`config.mk`:
```
export PLATFORM = sky130hd
export DESIGN_NAME = tcam_layer_slot
export DESIGN_NICKNAME = d
export VERILOG_FILES = /design/src/rtl/tcam_layer_slot.sv
export SDC_FILE = /design/constraint.sdc
export NUM_CORES = 1
export LEC_CHECK = 0
export BUFFER_PORTS_ARGS = -buffer_cell sky130_fd_sc_hd__buf_2
export CAP_MARGIN = 15
export CORE_ASPECT_RATIO = 1.2
export CORE_UTILIZATION = 41
export CTS_CLUSTER_DIAMETER = 50
export DETAILED_ROUTE_END_ITERATION = 16
export GPL_TIMING_DRIVEN = 0
export PLACE_DENSITY_LB_ADDON = 0.15
export SLEW_MARGIN = 40
export SYNTH_ARGS = -nofsm -noshare
export SYNTH_HDL_FRONTEND = slang
export SYNTH_SLANG_ARGS = --single-unit
```
`constraint.sdc`:
```
create_clock -name clk -period 5.6 [get_ports clk]
set_clock_uncertainty 0.05 [all_clocks]
set_input_delay 0.84 -clock clk [delete_from_list [all_inputs] [get_ports clk]]
set_output_delay 0.84 -clock clk [all_outputs]
set_load 0.01 [all_outputs]
```
`src/rtl/tcam_layer_slot.sv`:
```
module tcam_layer_slot #(
  parameter int EXACT_W = 12,
  parameter int TERN_N  = 3,
  parameter int PRE_W   = 4
) (
  input  logic                  clk,
  input  logic                  rst_n,
  input  logic                  wr_en,
  input  logic [EXACT_W-1:0]    wr_exact,
  input  logic [2*TERN_N-1:0]   wr_tern,
  input  logic                  hit_valid,
  input  logic [EXACT_W+TERN_N-1:0] hit_word,
  output logic                  hit_ready,
  input  logic                  evt_init,
  output logic                  match_flag
);
  localparam int HIT_W  = EXACT_W + TERN_N;
  localparam int PAIR_W = 2 * TERN_N;
  localparam int HI_W   = HIT_W - PRE_W;
  localparam int PRE_EX = PRE_W - TERN_N;

  logic [EXACT_W-1:0] ex_q;
  logic [PAIR_W-1:0]  tp_q;
  logic [HI_W-1:0]    hi_q;
  logic               busy_q, pre_q, flag_q;
  logic [TERN_N-1:0]  tern_ok;

  for (genvar i = 0; i < TERN_N; i++) begin : g_tern
    assign tern_ok[i] = (tp_q[2*i+1:2*i] == 2'b11) ||
                        (tp_q[2*i+1:2*i] == {1'b0, hit_word[i]});
  end

  wire accept = hit_valid && !busy_q;
  wire pre_ok = (&tern_ok) && (hit_word[PRE_W-1:TERN_N] == ex_q[PRE_EX-1:0]);
  wire hi_eq  = (hi_q == ex_q[EXACT_W-1:PRE_EX]);
  wire set_m  = busy_q && pre_q && hi_eq;
  wire wr_ok  = wr_en && !hit_valid && !busy_q;

  assign hit_ready  = !busy_q;
  assign match_flag = flag_q;

  always_ff @(posedge clk or negedge rst_n) begin
    if (!rst_n) begin
      ex_q   <= '0;
      tp_q   <= {TERN_N{2'b10}};
      hi_q   <= '0;
      busy_q <= 1'b0;
      pre_q  <= 1'b0;
      flag_q <= 1'b0;
    end else begin
      if (wr_ok) begin
        ex_q <= wr_exact;
        tp_q <= wr_tern;
      end
      busy_q <= accept;
      pre_q  <= accept && pre_ok;
      if (accept && pre_ok) hi_q <= hit_word[HIT_W-1:PRE_W];
      if (evt_init)   flag_q <= 1'b0;
      else if (set_m) flag_q <= 1'b1;
    end
  end


  busy_gap_chk: assert property (@(posedge clk) disable iff (!rst_n)
    (hit_valid && hit_ready) |=> !hit_ready);


  init_clear_chk: assert property (@(posedge clk) disable iff (!rst_n)
    evt_init |=> !match_flag);


  sticky_chk: assert property (@(posedge clk) disable iff (!rst_n)
    $fell(match_flag) |-> $past(evt_init));


  two_stage_chk: assert property (@(posedge clk) disable iff (!rst_n)
    $rose(match_flag) |-> $past(!hit_ready));


  wr_block_chk: assert property (@(posedge clk) disable iff (!rst_n)
    (hit_valid || !hit_ready) |=> ($stable(ex_q) && $stable(tp_q)));
endmodule

```
### Yosys cells after proc, flatten, opt, wreduce, memory -nomap -nowiden

Index checks and enable logic that the tools add are counted.

* reductions and logical operators: 14
* equal/unequal tests: 8
* multiplexer cells: 2

Operator list (number)
* $eq 11x11->1: 1
* $logic_and 1x1->1: 7
* $eq 2x1->1: 3
* $eq 2x2->1 const B: 3
* $logic_or 1x1->1: 3
* $reduce_and 3->1: 1
* $logic_not 1->1: 2
* $mux 1: 2
* $reduce_bool 2->1: 1
* $eq 1x1->1: 1

* word-level logic and storage cells: 30
* output and inout port bits: 2
* input bits: 38
* flip-flop bits (word level): 32

### Depth between registers and ports, before layout

Gate-level depths: netlist of run 1.

* depth after elaboration: 5
* mapped depth: 5
* gate-level depth less buffers: 4

### Worst setup path after synthesis of run 1

OpenSTA, ideal clock, no wires.

* path kind: input to register
* from: in hit_word[0]
* to: reg hi_q[0]
* data required time: 5.425 ns
* buffers on the path: 1
* path slack: 3.429 ns
* arrival time: 1.996 ns
* stages on the path: 5
* setup time: 0.125 ns
* path through: nor2_1 -> xnor2_1 -> or4_4 -> buf_6 -> mux2_4

* cells in the longest elaborated chain, start to end: 5

Ends and longest elaborated chain
* start: declaration: RTL line 12 `input logic [EXACT_W+TERN_N-1:0] hit_word,`
* $eq 2x1->1: RTL line 30 `(tp_q[2*i+1:2*i] == {1'b0, hit_word[i]});`
* $logic_or 1x1->1: RTL line 29 `assign tern_ok[i] = (tp_q[2*i+1:2*i] == 2'b11) ||`
* $reduce_and 3->1: RTL line 34 `wire pre_ok = (&tern_ok) && (hit_word[PRE_W-1:TERN_N] == ex_q[PRE_EX-1:0]);`
* $logic_and 1x1->1: RTL line 34
* $logic_and 1x1->1: RTL line 57 `if (accept && pre_ok) hi_q <= hit_word[HIT_W-1:PRE_W];`
* end signal: assignment: RTL line 57
* end: declaration: RTL line 24 `logic [HI_W-1:0] hi_q;`

Every way passes these cells.
A chain may end at the register's enable or synchronous reset.

### Worst setup path after layout of run 1

* from: in hit_valid
* to: reg ex_q[6]

* cells in the longest elaborated chain, start to end: 3

Ends and longest elaborated chain
* start: declaration: RTL line 11 `input logic hit_valid,`
* $logic_not 1->1: RTL line 37 `wire wr_ok = wr_en && !hit_valid && !busy_q;`
* $logic_and 1x1->1 (2 in series): RTL line 37
* end signal: assignment: RTL line 52 `ex_q <= wr_exact;`
* end: declaration: RTL line 22 `logic [EXACT_W-1:0] ex_q;`

Every way passes these cells.

==> impl_metrics.prom, run 1 <==
# TYPE chip_impl_metric gauge
chip_impl_metric{name="layout-drive-gt1-share",unit=""} 0.577
chip_impl_metric{name="layout-area-overhead-vs-synth",unit="%"} 22.5
chip_impl_metric{name="arrival",unit="ns"} 2.22
chip_impl_info{name="worst_path_most_repeated_cell",value="buf_2"} 1
chip_impl_metric{name="final_net_count",unit=""} 179
chip_impl_metric{name="buffer_ports.inserted",unit=""} 39
chip_impl_metric{name="setup_violation_total_in_the_final_timing_report",unit=""} 0
chip_impl_metric{name="postCtsResizedCells",unit=""} 0
chip_impl_metric{name="remaining_drc_errors",unit=""} 0
chip_impl_info{name="post-synth-top-area-cell",value="dfrtp_1"} 1
chip_impl_metric{name="postRouteWirelength",unit="µm"} 2300
chip_impl_info{name="cts_tree",value="yes"} 1
chip_impl_info{name="synth.most_common_cell",value="dfrtp_1"} 1
chip_impl_metric{name="power",unit="mW"} 0.671
chip_impl_metric{name="grt_use_total",unit=""} 0.146
chip_impl_metric{name="finalWorstSetupSlack",unit="ns"} 3.54
chip_impl_metric{name="netlist.area_leader.share",unit=""} 0.517
chip_impl_metric{name="die_h",unit="µm"} 66.1
chip_impl_metric{name="clockBufferDepth",unit=""} 2
chip_impl_metric{name="vias_per_cell",unit=""} 4.98
chip_impl_metric{name="dp_hpwl",unit="µm"} 1730
chip_impl_metric{name="antenna_found_initial",unit=""} 0
chip_impl_metric{name="timing.fmax",unit="MHz"} 485
chip_impl_metric{name="timing.critical_path.buf_inv",unit=""} 3
chip_impl_metric{name="final.setup.tns",unit="ns"} 0
chip_impl_metric{name="diodes",unit=""} 0
chip_impl_metric{name="worst_path_largest_cell_delay",unit="ns"} 0.39
chip_impl_info{name="crit_path_launch_type",value="input pin"} 1
chip_impl_metric{name="syn_inst",unit=""} 95
chip_impl_info{name="crit_slowest_cell",value="clkbuf_1"} 1
chip_impl_metric{name="synth.avg_cell_area",unit="µm²"} 14.8
chip_impl_metric{name="nFillCells",unit=""} 312
chip_impl_metric{name="cts_hold_buffers",unit=""} 0
chip_impl_metric{name="required",unit="ns"} 5.76
chip_impl_metric{name="insertion_delay",unit="ns"} 0.32
chip_impl_metric{name="power.switching_fraction",unit=""} 0.249
chip_impl_metric{name="seq_power_share",unit=""} 0.508
chip_impl_metric{name="synth_enable_flop_cells",unit=""} 0
chip_impl_metric{name="synth_cell_area",unit="mm²"} 0.00140
chip_impl_metric{name="grt_pass1_wl",unit="µm"} 3940
chip_impl_metric{name="tightestPinTransition",unit="ns"} 0.689
chip_impl_metric{name="dr.first_iter.drc_count",unit=""} 0
chip_impl_metric{name="min_period_over_period",unit=""} 0.368
chip_impl_metric{name="clockPowerShare",unit=""} 0.249
chip_impl_metric{name="p_sw",unit="mW"} 0.167
chip_impl_metric{name="cts_buffers",unit=""} 5
chip_impl_metric{name="gp_congestion",unit=""} 0.731
chip_impl_info{name="status",value="completed"} 1
chip_impl_info{name="synth_top_flop_cell",value="dfrtp_1"} 1
chip_impl_metric{name="finalMaxSlewViolations",unit=""} 0
chip_impl_info{name="timing.setup.critical_path_class",value="in -> reg"} 1
chip_impl_metric{name="drt.antenna.violating_nets",unit=""} 0
chip_impl_info{name="synth.area.top_cells",value="dfrtp_1 52%, mux2_2 16%, mux2_4 9.6%"} 1
chip_impl_metric{name="initial_utilization",unit=""} 0.443
chip_impl_metric{name="slew-limit-headroom",unit=""} 0.541
chip_impl_metric{name="ys_seq_area_frac",unit=""} 0.573
chip_impl_metric{name="largest_net_degree_at_the_start_of_global_routing",unit=""} 33
chip_impl_info{name="worst_path_dominant_cell_family",value="buffers and inverters"} 1
chip_impl_metric{name="cts_htree_levels",unit=""} 2
chip_impl_metric{name="irDropWorstVdd",unit="mV"} 0.305
chip_impl_metric{name="floorplan.io_pins",unit=""} 40
chip_impl_metric{name="crit_fanout",unit=""} 10
chip_impl_metric{name="yosysWarningCount",unit=""} 0
chip_impl_metric{name="overflow",unit=""} 0
chip_impl_metric{name="p_leak",unit="nW"} 0.833
chip_impl_metric{name="grt_pass1_vias",unit=""} 909
chip_impl_info{name="synth_top_cells_by_count",value="29 x dfrtp_1, 20 x mux2_2, 10 x xnor2_1"} 1
chip_impl_metric{name="wl_per_cell",unit="µm"} 12.9
chip_impl_info{name="crit_path_capture_type",value="flip-flop"} 1
chip_impl_metric{name="ys_async_sr_fraction",unit=""} 1.00
chip_impl_info{name="grt_setup_unrepaired",value="false"} 1
chip_impl_metric{name="cap_violations",unit=""} 0
chip_impl_metric{name="ys_types",unit=""} 20
chip_impl_metric{name="via_count",unit=""} 887
chip_impl_info{name="cts_root_buffer",value="clkbuf_4"} 1
chip_impl_metric{name="power-per-cell-area",unit="mW/mm²"} 390
chip_impl_metric{name="cts.sink_count",unit=""} 32
chip_impl_metric{name="power_report.internal_total",unit="mW"} 0.504
chip_impl_metric{name="finalHoldViolCount",unit=""} 0
chip_impl_metric{name="fin_crit",unit="ns"} 2.06
chip_impl_metric{name="detailedRoute.firstPassIterationCount",unit=""} 1
chip_impl_metric{name="die_area",unit="mm²"} 0.00366
chip_impl_metric{name="yosys_register_bits",unit=""} 32
chip_impl_info{name="critical_path.cell_chain",value="buf_2, nor3b_1, clkbuf_1, buf_2, mux2_2"} 1
chip_impl_metric{name="postSynthNetCount",unit=""} 133
chip_impl_metric{name="die_width",unit="µm"} 55.4
chip_impl_metric{name="combinationalPowerShare",unit=""} 0.243
chip_impl_metric{name="floorplan.rows",unit=""} 22
chip_impl_metric{name="clk_pin_slew_worst_paths",unit="ns"} 0.10
chip_impl_metric{name="floorplan.core_area",unit="mm²"} 0.00317
chip_impl_metric{name="number_of_setup_buffers_added_after_cts",unit=""} 0
chip_impl_metric{name="pre_cts_worst_setup_slack",unit="ns"} 3.15
chip_impl_info{name="worst_hold_path_type",value="reg -> reg"} 1
[routing by layer]
metal,routed length (µm),global-route usage,vias to the layer above
li1,-,-,417
met1,960,0.165,440
met2,1160,0.239,25
met3,137,0.0626,5
met4,44,0.0656,0
met5,0,0,-
[cell usage in the layout, fill, tap and decap left out, types with 2 or more instances in the layout]
| cell | count |
|---|---|
| dfstp_2 | 3 |
| nor2_1 | 2 |
| mux2_4 | 9 |
| mux2_2 | 20 |
| nand2_1 | 2 |
| inv_1 | 3 |
| clkbuf_1 | 2 |
| dfrtp_1 | 29 |
| nand4_1 | 2 |
| xnor2_1 | 10 |
| buf_2 | 40 |
| xor2_1 | 5 |
| clkbuf_4 | 5 |
[sequential cells by signal, indices dropped and copies added, names as in the netlist]
name / count
busy_q: 1
ex_q: 12
hi_q: 11
match_flag: 1
pre_q: 1
tp_q: 6
[worst paths after layout]
path                            end      start  cells after the start  slack [ns]
setup / recovery            ex_q[6]  hit_valid                      5        3.54
hold / removal               busy_q     busy_q                      1        0.46
setup reg to reg            hi_q[5]    tp_q[5]                      5        3.70
hold reg to reg              busy_q     busy_q                      1        0.46
max in group asynchronous   ex_q[2]      rst_n                      1        4.55
min in group asynchronous  ex_q[11]      rst_n                      1        0.50
[power by group through the flow]
stage,Sequential [mW],Clock [mW],Combinational [mW]
after floorplan,0.336,0,0.132
after global placement,0.343,0,0.163
after detailed placement,0.346,0,0.167
after CTS,0.342,0.175,0.168
after global routing,0.350,0.185,0.180
final,0.341,0.167,0.163
[layout make-up]
| class | count | area (µm²) | area share |
|---|---|---|---|
| flip-flops and latches | 32 | 805 | 0.468 |
| multi-input cells | 57 | 568 | 0.330 |
| repair buffers | 39 | 195 | 0.113 |
| well taps | 36 | 45.0 | 0.0262 |
| clock buffers | 6 | 41.3 | 0.0240 |
| clock inverters | 2 | 35.0 | 0.0204 |
| plain buffers | 3 | 20.0 | 0.0116 |
| inverters | 3 | 11.3 | 0.00655 |
[logic make-up after synthesis]
| kind of cell | after synthesis | synth area share |
|---|---|---|
| multiplexers | 29 | 0.257 |
| buffers and inverters | 6 | 0.0223 |
| AND/OR/NAND/NOR | 12 | 0.0499 |
| XOR/XNOR | 15 | 0.0936 |
| flip-flops | 32 | 0.573 |
| AO/OA/AOI/OAI | 1 | 0.00446 |
[per-stage QoR]
step,instances,hold slack (ns),area (µm²),util
floorplan,95,0.410,1400,-
global placement,170,0.448,1640,0.519
detailed placement,170,0.456,1640,0.519
CTS,178,0.473,1720,0.543
global route,178,0.498,1720,0.543
finish,178,0.464,1720,0.543
No activity file was read; power rests on OpenSTA's default activity.
==> run 2, diff against run 1 <==
==> constraint.sdc (replaced) <==
create_clock -name clk -period 2.05 [get_ports clk]
set_clock_uncertainty 0.05 [all_clocks]
set_input_delay 0.3075 -clock clk [delete_from_list [all_inputs] [get_ports clk]]
set_output_delay 0.3075 -clock clk [all_outputs]
set_load 0.01 [all_outputs]
==> run 2 against run 1 <==
Net effect: sequential share of layout area fell by 0.27 points; wire length increased by 0.26%; global-route usage increased by 0.085 points; highest routed layer unchanged.
==> impl_metrics.prom, run 2 (synthesized netlist as in run 1, its figures left out) <==
# TYPE chip_impl_metric gauge
chip_impl_info{name="status",value="completed"} 1
chip_impl_metric{name="worst_path_largest_cell_delay",unit="ns"} 0.56
chip_impl_metric{name="wl_per_cell",unit="µm"} 12.9
chip_impl_metric{name="die_width",unit="µm"} 55.4
chip_impl_metric{name="power-per-cell-area",unit="mW/mm²"} 1060
chip_impl_metric{name="largest_reg_flops",unit=""} 12
chip_impl_metric{name="required",unit="ns"} 2.21
chip_impl_metric{name="largest_net_degree_at_the_start_of_global_routing",unit=""} 33
chip_impl_metric{name="timing.critical_path.buf_inv",unit=""} 1
chip_impl_metric{name="layout-drive-gt1-share",unit=""} 0.573
chip_impl_metric{name="floorplan.io_pins",unit=""} 40
chip_impl_metric{name="min_period_over_period",unit=""} 0.927
chip_impl_metric{name="remaining_drc_errors",unit=""} 0
chip_impl_metric{name="seq_area",unit="µm²"} 805
chip_impl_metric{name="antenna_found_initial",unit=""} 0
chip_impl_metric{name="slew-limit-headroom",unit=""} 0.540
chip_impl_metric{name="combinationalPowerShare",unit=""} 0.243
chip_impl_info{name="reg2reg_from",value="tp_q[5]"} 1
chip_impl_metric{name="crit_fanout",unit=""} 10
chip_impl_metric{name="area_of_combinational_cells_with_multiple_inputs",unit="µm²"} 568
chip_impl_metric{name="finalHoldViolCount",unit=""} 0
chip_impl_metric{name="design_area",unit="mm²"} 0.00173
chip_impl_info{name="crit_slowest_cell",value="or4_4"} 1
chip_impl_metric{name="finalMaxSlewViolations",unit=""} 0
chip_impl_metric{name="irDropWorstVdd",unit="mV"} 0.790
chip_impl_info{name="cts_root_buffer",value="clkbuf_4"} 1
chip_impl_metric{name="detailedRoute.firstPassIterationCount",unit=""} 1
chip_impl_metric{name="p_leak",unit="nW"} 0.837
chip_impl_info{name="layout_commonest_cell",value="buf_2"} 1
chip_impl_metric{name="grt_use_total",unit=""} 0.147
chip_impl_info{name="timing.setup.critical_path_class",value="reg -> reg"} 1
chip_impl_info{name="crit_path_capture_type",value="flip-flop"} 1
chip_impl_metric{name="insertion_delay",unit="ns"} 0.32
chip_impl_metric{name="cts_htree_levels",unit=""} 2
chip_impl_metric{name="die_h",unit="µm"} 66.1
chip_impl_metric{name="buffer_ports.inserted",unit=""} 39
chip_impl_info{name="cts_tree",value="yes"} 1
chip_impl_metric{name="clockPowerShare",unit=""} 0.249
chip_impl_metric{name="setup_violation_total_in_the_final_timing_report",unit=""} 0
chip_impl_metric{name="via_count",unit=""} 892
chip_impl_info{name="final_cell_mix",value="40 x buf_2, 29 x dfrtp_1, 20 x mux2_2"} 1
chip_impl_metric{name="seq_power_share",unit=""} 0.507
chip_impl_metric{name="nFillCells",unit=""} 311
chip_impl_metric{name="p_sw",unit="mW"} 0.458
chip_impl_metric{name="clockBufferDepth",unit=""} 2
chip_impl_metric{name="arrival",unit="ns"} 2.06
chip_impl_metric{name="diodes",unit=""} 0
chip_impl_metric{name="fin_crit",unit="ns"} 1.90
chip_impl_info{name="biggestRegsByFlops",value="ex_q: 12 flops, hi_q: 11 flops, tp_q: 6 flops"} 1
chip_impl_info{name="crit_path_launch_type",value="flip-flop"} 1
chip_impl_info{name="worst_path_dominant_cell_family",value="simple AND/OR/NAND/NOR gates"} 1
chip_impl_metric{name="cts.sink_count",unit=""} 32
chip_impl_metric{name="floorplan.rows",unit=""} 22
chip_impl_metric{name="dp_hpwl",unit="µm"} 1730
chip_impl_info{name="critical_path.cell_chain",value="nor2_2, xnor2_1, or4_4, buf_6, mux2_4"} 1
chip_impl_metric{name="cap_violations",unit=""} 0
chip_impl_metric{name="place_area",unit="mm²"} 0.00164
chip_impl_metric{name="r2r_slack",unit="ns"} 0.15
chip_impl_metric{name="power.switching_fraction",unit=""} 0.249
chip_impl_metric{name="tightestPinTransition",unit="ns"} 0.690
chip_impl_metric{name="timing.fmax",unit="MHz"} 526
chip_impl_metric{name="final.setup.tns",unit="ns"} 0
chip_impl_metric{name="floorplan.core_area",unit="mm²"} 0.00317
chip_impl_metric{name="dr.first_iter.drc_count",unit=""} 0
chip_impl_info{name="worst_hold_path_type",value="in -> reg"} 1
chip_impl_info{name="worst_hold_startpoint",value="evt_init"} 1
chip_impl_metric{name="vias_per_cell",unit=""} 4.98
chip_impl_metric{name="power_report.internal_total",unit="mW"} 1.38
chip_impl_metric{name="overflow",unit=""} 0
chip_impl_metric{name="die_area",unit="mm²"} 0.00366
chip_impl_metric{name="final_net_count",unit=""} 180
chip_impl_info{name="regMostFlops",value="ex_q"} 1
chip_impl_metric{name="number_of_setup_buffers_added_after_cts",unit=""} 0
chip_impl_info{name="startpoint",value="tp_q[5]"} 1
chip_impl_metric{name="cts_buffers",unit=""} 5
chip_impl_info{name="grt_setup_unrepaired",value="false"} 1
chip_impl_metric{name="grt_pass1_wl",unit="µm"} 3970
chip_impl_metric{name="gp_congestion",unit=""} 0.731
chip_impl_metric{name="initial_utilization",unit=""} 0.443
chip_impl_metric{name="drt.antenna.violating_nets",unit=""} 0
chip_impl_metric{name="postRouteWirelength",unit="µm"} 2310
chip_impl_metric{name="grt_pass1_vias",unit=""} 918
chip_impl_metric{name="layout-area-overhead-vs-synth",unit="%"} 23.3
chip_impl_metric{name="clk_pin_slew_worst_paths",unit="ns"} 0.10
-- run 2: cell count changes in the layout (fill, tap and decap cells not counted) --
cell	before	now
dlygate4sd3_1	0	1
-- run 2: power by group through the flow --
stage	clock (mW)	sequential (mW)	combinational, mW
final	0.458	0.931	0.447
after global routing	0.506	0.955	0.492
after CTS	0.478	0.933	0.459
after detailed placement	0	0.946	0.456
after global placement	0	0.937	0.445
after floorplan	0	0.919	0.360
-- run 2: metrics by stage --
step	hold slack, ns	worst slack (ns)	power, mW	utilization	instances
finish	0.135	0.149	1.84	0.547	179
floorplan	-0.0381	0.223	1.28	-	95
global route	0.130	0.00576	1.95	0.547	179
global placement	0.334	0.161	1.38	0.519	170
detailed placement	0.339	0.119	1.40	0.519	170
CTS	0.119	0.0895	1.87	0.547	179
-- run 2: path summary, 6_finish.rpt --
check,cells after the start,end
worst max-delay path,5,hi_q[5]
worst min register to register,1,busy_q
worst max register to register,5,hi_q[5]
min in group asynchronous,2,ex_q[11]
worst min-delay path,2,match_flag
max in group asynchronous,2,ex_q[6]
-- run 2: layout make-up --
class,instances,area share
clock buffers,6,0.0239
well taps,36,0.0260
clock inverters,2,0.0202
repair buffers,40,0.119
inverters,3,0.00651
plain buffers,3,0.0116
multi-input cells,57,0.328
flip-flops and latches,32,0.465
-- run 2: worst register-to-register path, cell delays in order, from the launching register on --
cell and delay, ns:
dfstp_2 0.55, nor2_2 0.04, xnor2_1 0.11, or4_4 0.56
buf_6 0.19, mux2_4 0.30
-- run 2: what timing repair did --
action,4_1_cts,5_1_grt
endpoints found under the hold margin,29,0
hold buffers,1,0
resized for setup,0,0
-- run 2: layer usage --
layer  GRT usage  up-vias  share of wire
met1       0.165      444           0.42
met5           0        -              0
met3      0.0626        5          0.059
li1            -      418              -
met4      0.0656        0          0.019
met2       0.242       25           0.51
==> run 3, diff against run 2 <==
--- a/config.mk
+++ b/config.mk
@@ -5,7 +5,7 @@
 export SDC_FILE = /design/constraint.sdc
 export NUM_CORES = 1
 export LEC_CHECK = 0
-export BUFFER_PORTS_ARGS = -buffer_cell sky130_fd_sc_hd__buf_2
+export BUFFER_PORTS_ARGS = -buffer_cell sky130_fd_sc_hd__buf_4
 export CAP_MARGIN = 15
 export CORE_ASPECT_RATIO = 1.2
 export CORE_UTILIZATION = 41
==> constraint.sdc (replaced) <==
create_clock -name clk -period 2.05 [get_ports clk]
set_clock_uncertainty 0.05 [all_clocks]
set_input_delay 0.41 -clock clk [delete_from_list [all_inputs] [get_ports clk]]
set_output_delay 0.41 -clock clk [all_outputs]
set_load 0.01 [all_outputs]
==> run 3 against run 2 <==
Net effect: sequential power rose by 0.8%; via count down 0.22%; highest routed layer unchanged; worst setup slack got worse by 0.020 ns; flip-flop and latch count unchanged; clock power shrank 21%; hold slack gained 0.088 ns.
==> impl_metrics.prom, run 3 (synthesized netlist as in run 1, its figures left out) <==
# TYPE chip_impl_metric gauge
chip_impl_info{name="reg2reg_from",value="busy_q"} 1
chip_impl_metric{name="crit_fanout",unit=""} 10
chip_impl_info{name="biggestRegsByFlops",value="ex_q: 12 flops, hi_q: 11 flops, tp_q: 6 flops"} 1
chip_impl_info{name="status",value="completed"} 1
chip_impl_metric{name="dp_hpwl",unit="µm"} 1860
chip_impl_metric{name="clk_pin_slew_worst_paths",unit="ns"} 0.09
chip_impl_metric{name="worst_hold_slack",unit="ns"} 0.223
chip_impl_info{name="regMostFlops",value="ex_q"} 1
chip_impl_metric{name="detailedRoute.firstPassIterationCount",unit=""} 4
chip_impl_metric{name="timing.fmax",unit="MHz"} 521
chip_impl_metric{name="postRouteWirelength",unit="µm"} 2480
chip_impl_metric{name="largest_reg_flops",unit=""} 12
chip_impl_metric{name="final_net_count",unit=""} 180
chip_impl_metric{name="remaining_drc_errors",unit=""} 0
chip_impl_metric{name="design_area",unit="mm²"} 0.00181
chip_impl_metric{name="post_layout_nonfiller_instances",unit=""} 179
chip_impl_metric{name="final.setup.tns",unit="ns"} 0
chip_impl_metric{name="p_sw",unit="mW"} 0.457
chip_impl_metric{name="layout-area-overhead-vs-synth",unit="%"} 29.0
chip_impl_metric{name="die_width",unit="µm"} 55.4
chip_impl_metric{name="largest_net_degree_at_the_start_of_global_routing",unit=""} 33
chip_impl_metric{name="grt_pass1_wl",unit="µm"} 4350
chip_impl_metric{name="setup_violation_total_in_the_final_timing_report",unit=""} 0
chip_impl_metric{name="seq_power_share",unit=""} 0.530
chip_impl_metric{name="tightestPinTransition",unit="ns"} 0.484
chip_impl_metric{name="timing.critical_path.buf_inv",unit=""} 2
chip_impl_info{name="final_cell_mix",value="39 x buf_4, 29 x dfrtp_1, 20 x mux2_2"} 1
chip_impl_metric{name="min_period_over_period",unit=""} 0.937
chip_impl_info{name="crit_path_capture_type",value="flip-flop"} 1
chip_impl_metric{name="slew-limit-headroom",unit=""} 0.677
chip_impl_metric{name="dr.first_iter.drc_count",unit=""} 9
chip_impl_metric{name="arrival",unit="ns"} 2.09
chip_impl_metric{name="cts.sink_count",unit=""} 32
chip_impl_info{name="worst_path_dominant_cell_family",value="buffers and inverters"} 1
chip_impl_metric{name="pre_cts_worst_setup_slack",unit="ns"} -0.0365
chip_impl_metric{name="floorplan.io_pins",unit=""} 40
chip_impl_metric{name="wl_per_cell",unit="µm"} 13.9
chip_impl_metric{name="finalHoldViolCount",unit=""} 0
chip_impl_info{name="timing.setup.critical_path_class",value="reg -> reg"} 1
chip_impl_metric{name="initial_utilization",unit=""} 0.443
chip_impl_metric{name="clockPowerShare",unit=""} 0.205
chip_impl_metric{name="power.switching_fraction",unit=""} 0.258
chip_impl_metric{name="power",unit="mW"} 1.77
chip_impl_info{name="crit_path_launch_type",value="flip-flop"} 1
chip_impl_info{name="critical_path.cell_chain",value="nor3b_1, clkbuf_1, buf_2, mux2_2"} 1
chip_impl_metric{name="irDropWorstVdd",unit="mV"} 0.593
chip_impl_metric{name="combinationalPowerShare",unit=""} 0.265
chip_impl_info{name="layout_commonest_cell",value="buf_4"} 1
chip_impl_metric{name="antenna_found_initial",unit=""} 0
chip_impl_metric{name="overflow",unit=""} 0
chip_impl_metric{name="worst_path_largest_cell_delay",unit="ns"} 0.42
chip_impl_metric{name="cts_buffers",unit=""} 5
chip_impl_info{name="worst_hold_path_type",value="in -> reg"} 1
chip_impl_metric{name="via_count",unit=""} 890
chip_impl_metric{name="nFillCells",unit=""} 293
chip_impl_info{name="startpoint",value="busy_q"} 1
chip_impl_metric{name="cts_htree_levels",unit=""} 2
chip_impl_metric{name="p_leak",unit="nW"} 0.860
chip_impl_metric{name="grt_use_total",unit=""} 0.162
chip_impl_metric{name="buffer_ports.inserted",unit=""} 39
chip_impl_metric{name="fin_crit",unit="ns"} 1.92
chip_impl_metric{name="power-per-cell-area",unit="mW/mm²"} 977
chip_impl_metric{name="clockBufferDepth",unit=""} 2
chip_impl_metric{name="layout-drive-gt1-share",unit=""} 0.566
chip_impl_metric{name="power_report.internal_total",unit="mW"} 1.31
chip_impl_metric{name="floorplan.core_area",unit="mm²"} 0.00317
chip_impl_metric{name="diodes",unit=""} 0
chip_impl_info{name="cts_tree",value="yes"} 1
chip_impl_metric{name="die_h",unit="µm"} 66.1
chip_impl_metric{name="floorplan.rows",unit=""} 22
chip_impl_info{name="worst_hold_startpoint",value="evt_init"} 1
chip_impl_metric{name="finish.utilization",unit=""} 0.572
chip_impl_metric{name="required",unit="ns"} 2.22
chip_impl_info{name="crit_slowest_cell",value="dfrtp_1"} 1
chip_impl_metric{name="finalWorstSetupSlack",unit="ns"} 0.129
chip_impl_metric{name="finalMaxSlewViolations",unit=""} 0
chip_impl_metric{name="placed_cells_incl_taps",unit=""} 170
chip_impl_metric{name="vias_per_cell",unit=""} 4.97
chip_impl_metric{name="die_area",unit="mm²"} 0.00366
chip_impl_metric{name="place_area",unit="mm²"} 0.00174
chip_impl_info{name="grt_setup_unrepaired",value="false"} 1
chip_impl_metric{name="insertion_delay",unit="ns"} 0.33
chip_impl_info{name="cts_root_buffer",value="clkbuf_4"} 1
chip_impl_metric{name="grt_pass1_vias",unit=""} 1029
chip_impl_metric{name="gp_congestion",unit=""} 0.745
chip_impl_metric{name="number_of_setup_buffers_added_after_cts",unit=""} 0
chip_impl_metric{name="drt.antenna.violating_nets",unit=""} 0
chip_impl_metric{name="cap_violations",unit=""} 0
[run 3: what timing repair did]
item | in CTS | in global routing
hold endpoints to repair | 29 | 0
hold buffers | 1 | 0
gates resized for setup | 0 | 0
[run 3: cell type report]
| cell class | count | area, µm² | share of cell area |
|---|---|---|---|
| Clock buffer | 8 | 58.8 | 0.0325 |
| Multi-Input combinational cell | 57 | 568 | 0.314 |
| Buffer | 3 | 20.0 | 0.0111 |
| Sequential cell | 32 | 805 | 0.444 |
| Timing Repair Buffer | 40 | 303 | 0.167 |
| Inverter | 3 | 11.3 | 0.00622 |
| Tap cell | 36 | 45.0 | 0.0249 |
[run 3: final timing paths]
path	endpoint	slack, ns	cells past startpoint
setup / recovery	ex_q[10]	0.13	4
hold / removal	match_flag	0.22	2
setup reg to reg	ex_q[10]	0.13	4
hold reg to reg	busy_q	0.46	1
max in group asynchronous	tp_q[5]	1.13	2
min in group asynchronous	hi_q[5]	0.49	2
[run 3: layer usage]
layer	GRT usage	wire [µm]
met5	0	0
met4	0.0750	53
met3	0.0626	146
met2	0.294	1370
met1	0.165	911
[run 3: power groups by stage]
stage | sequential, mW | clock (mW) | combinational [mW]
final | 0.938 | 0.363 | 0.469
after global routing | 0.963 | 0.405 | 0.517
after CTS | 0.939 | 0.383 | 0.481
after detailed placement | 0.952 | 0 | 0.478
after global placement | 0.937 | 0 | 0.466
after floorplan | 0.919 | 0 | 0.360
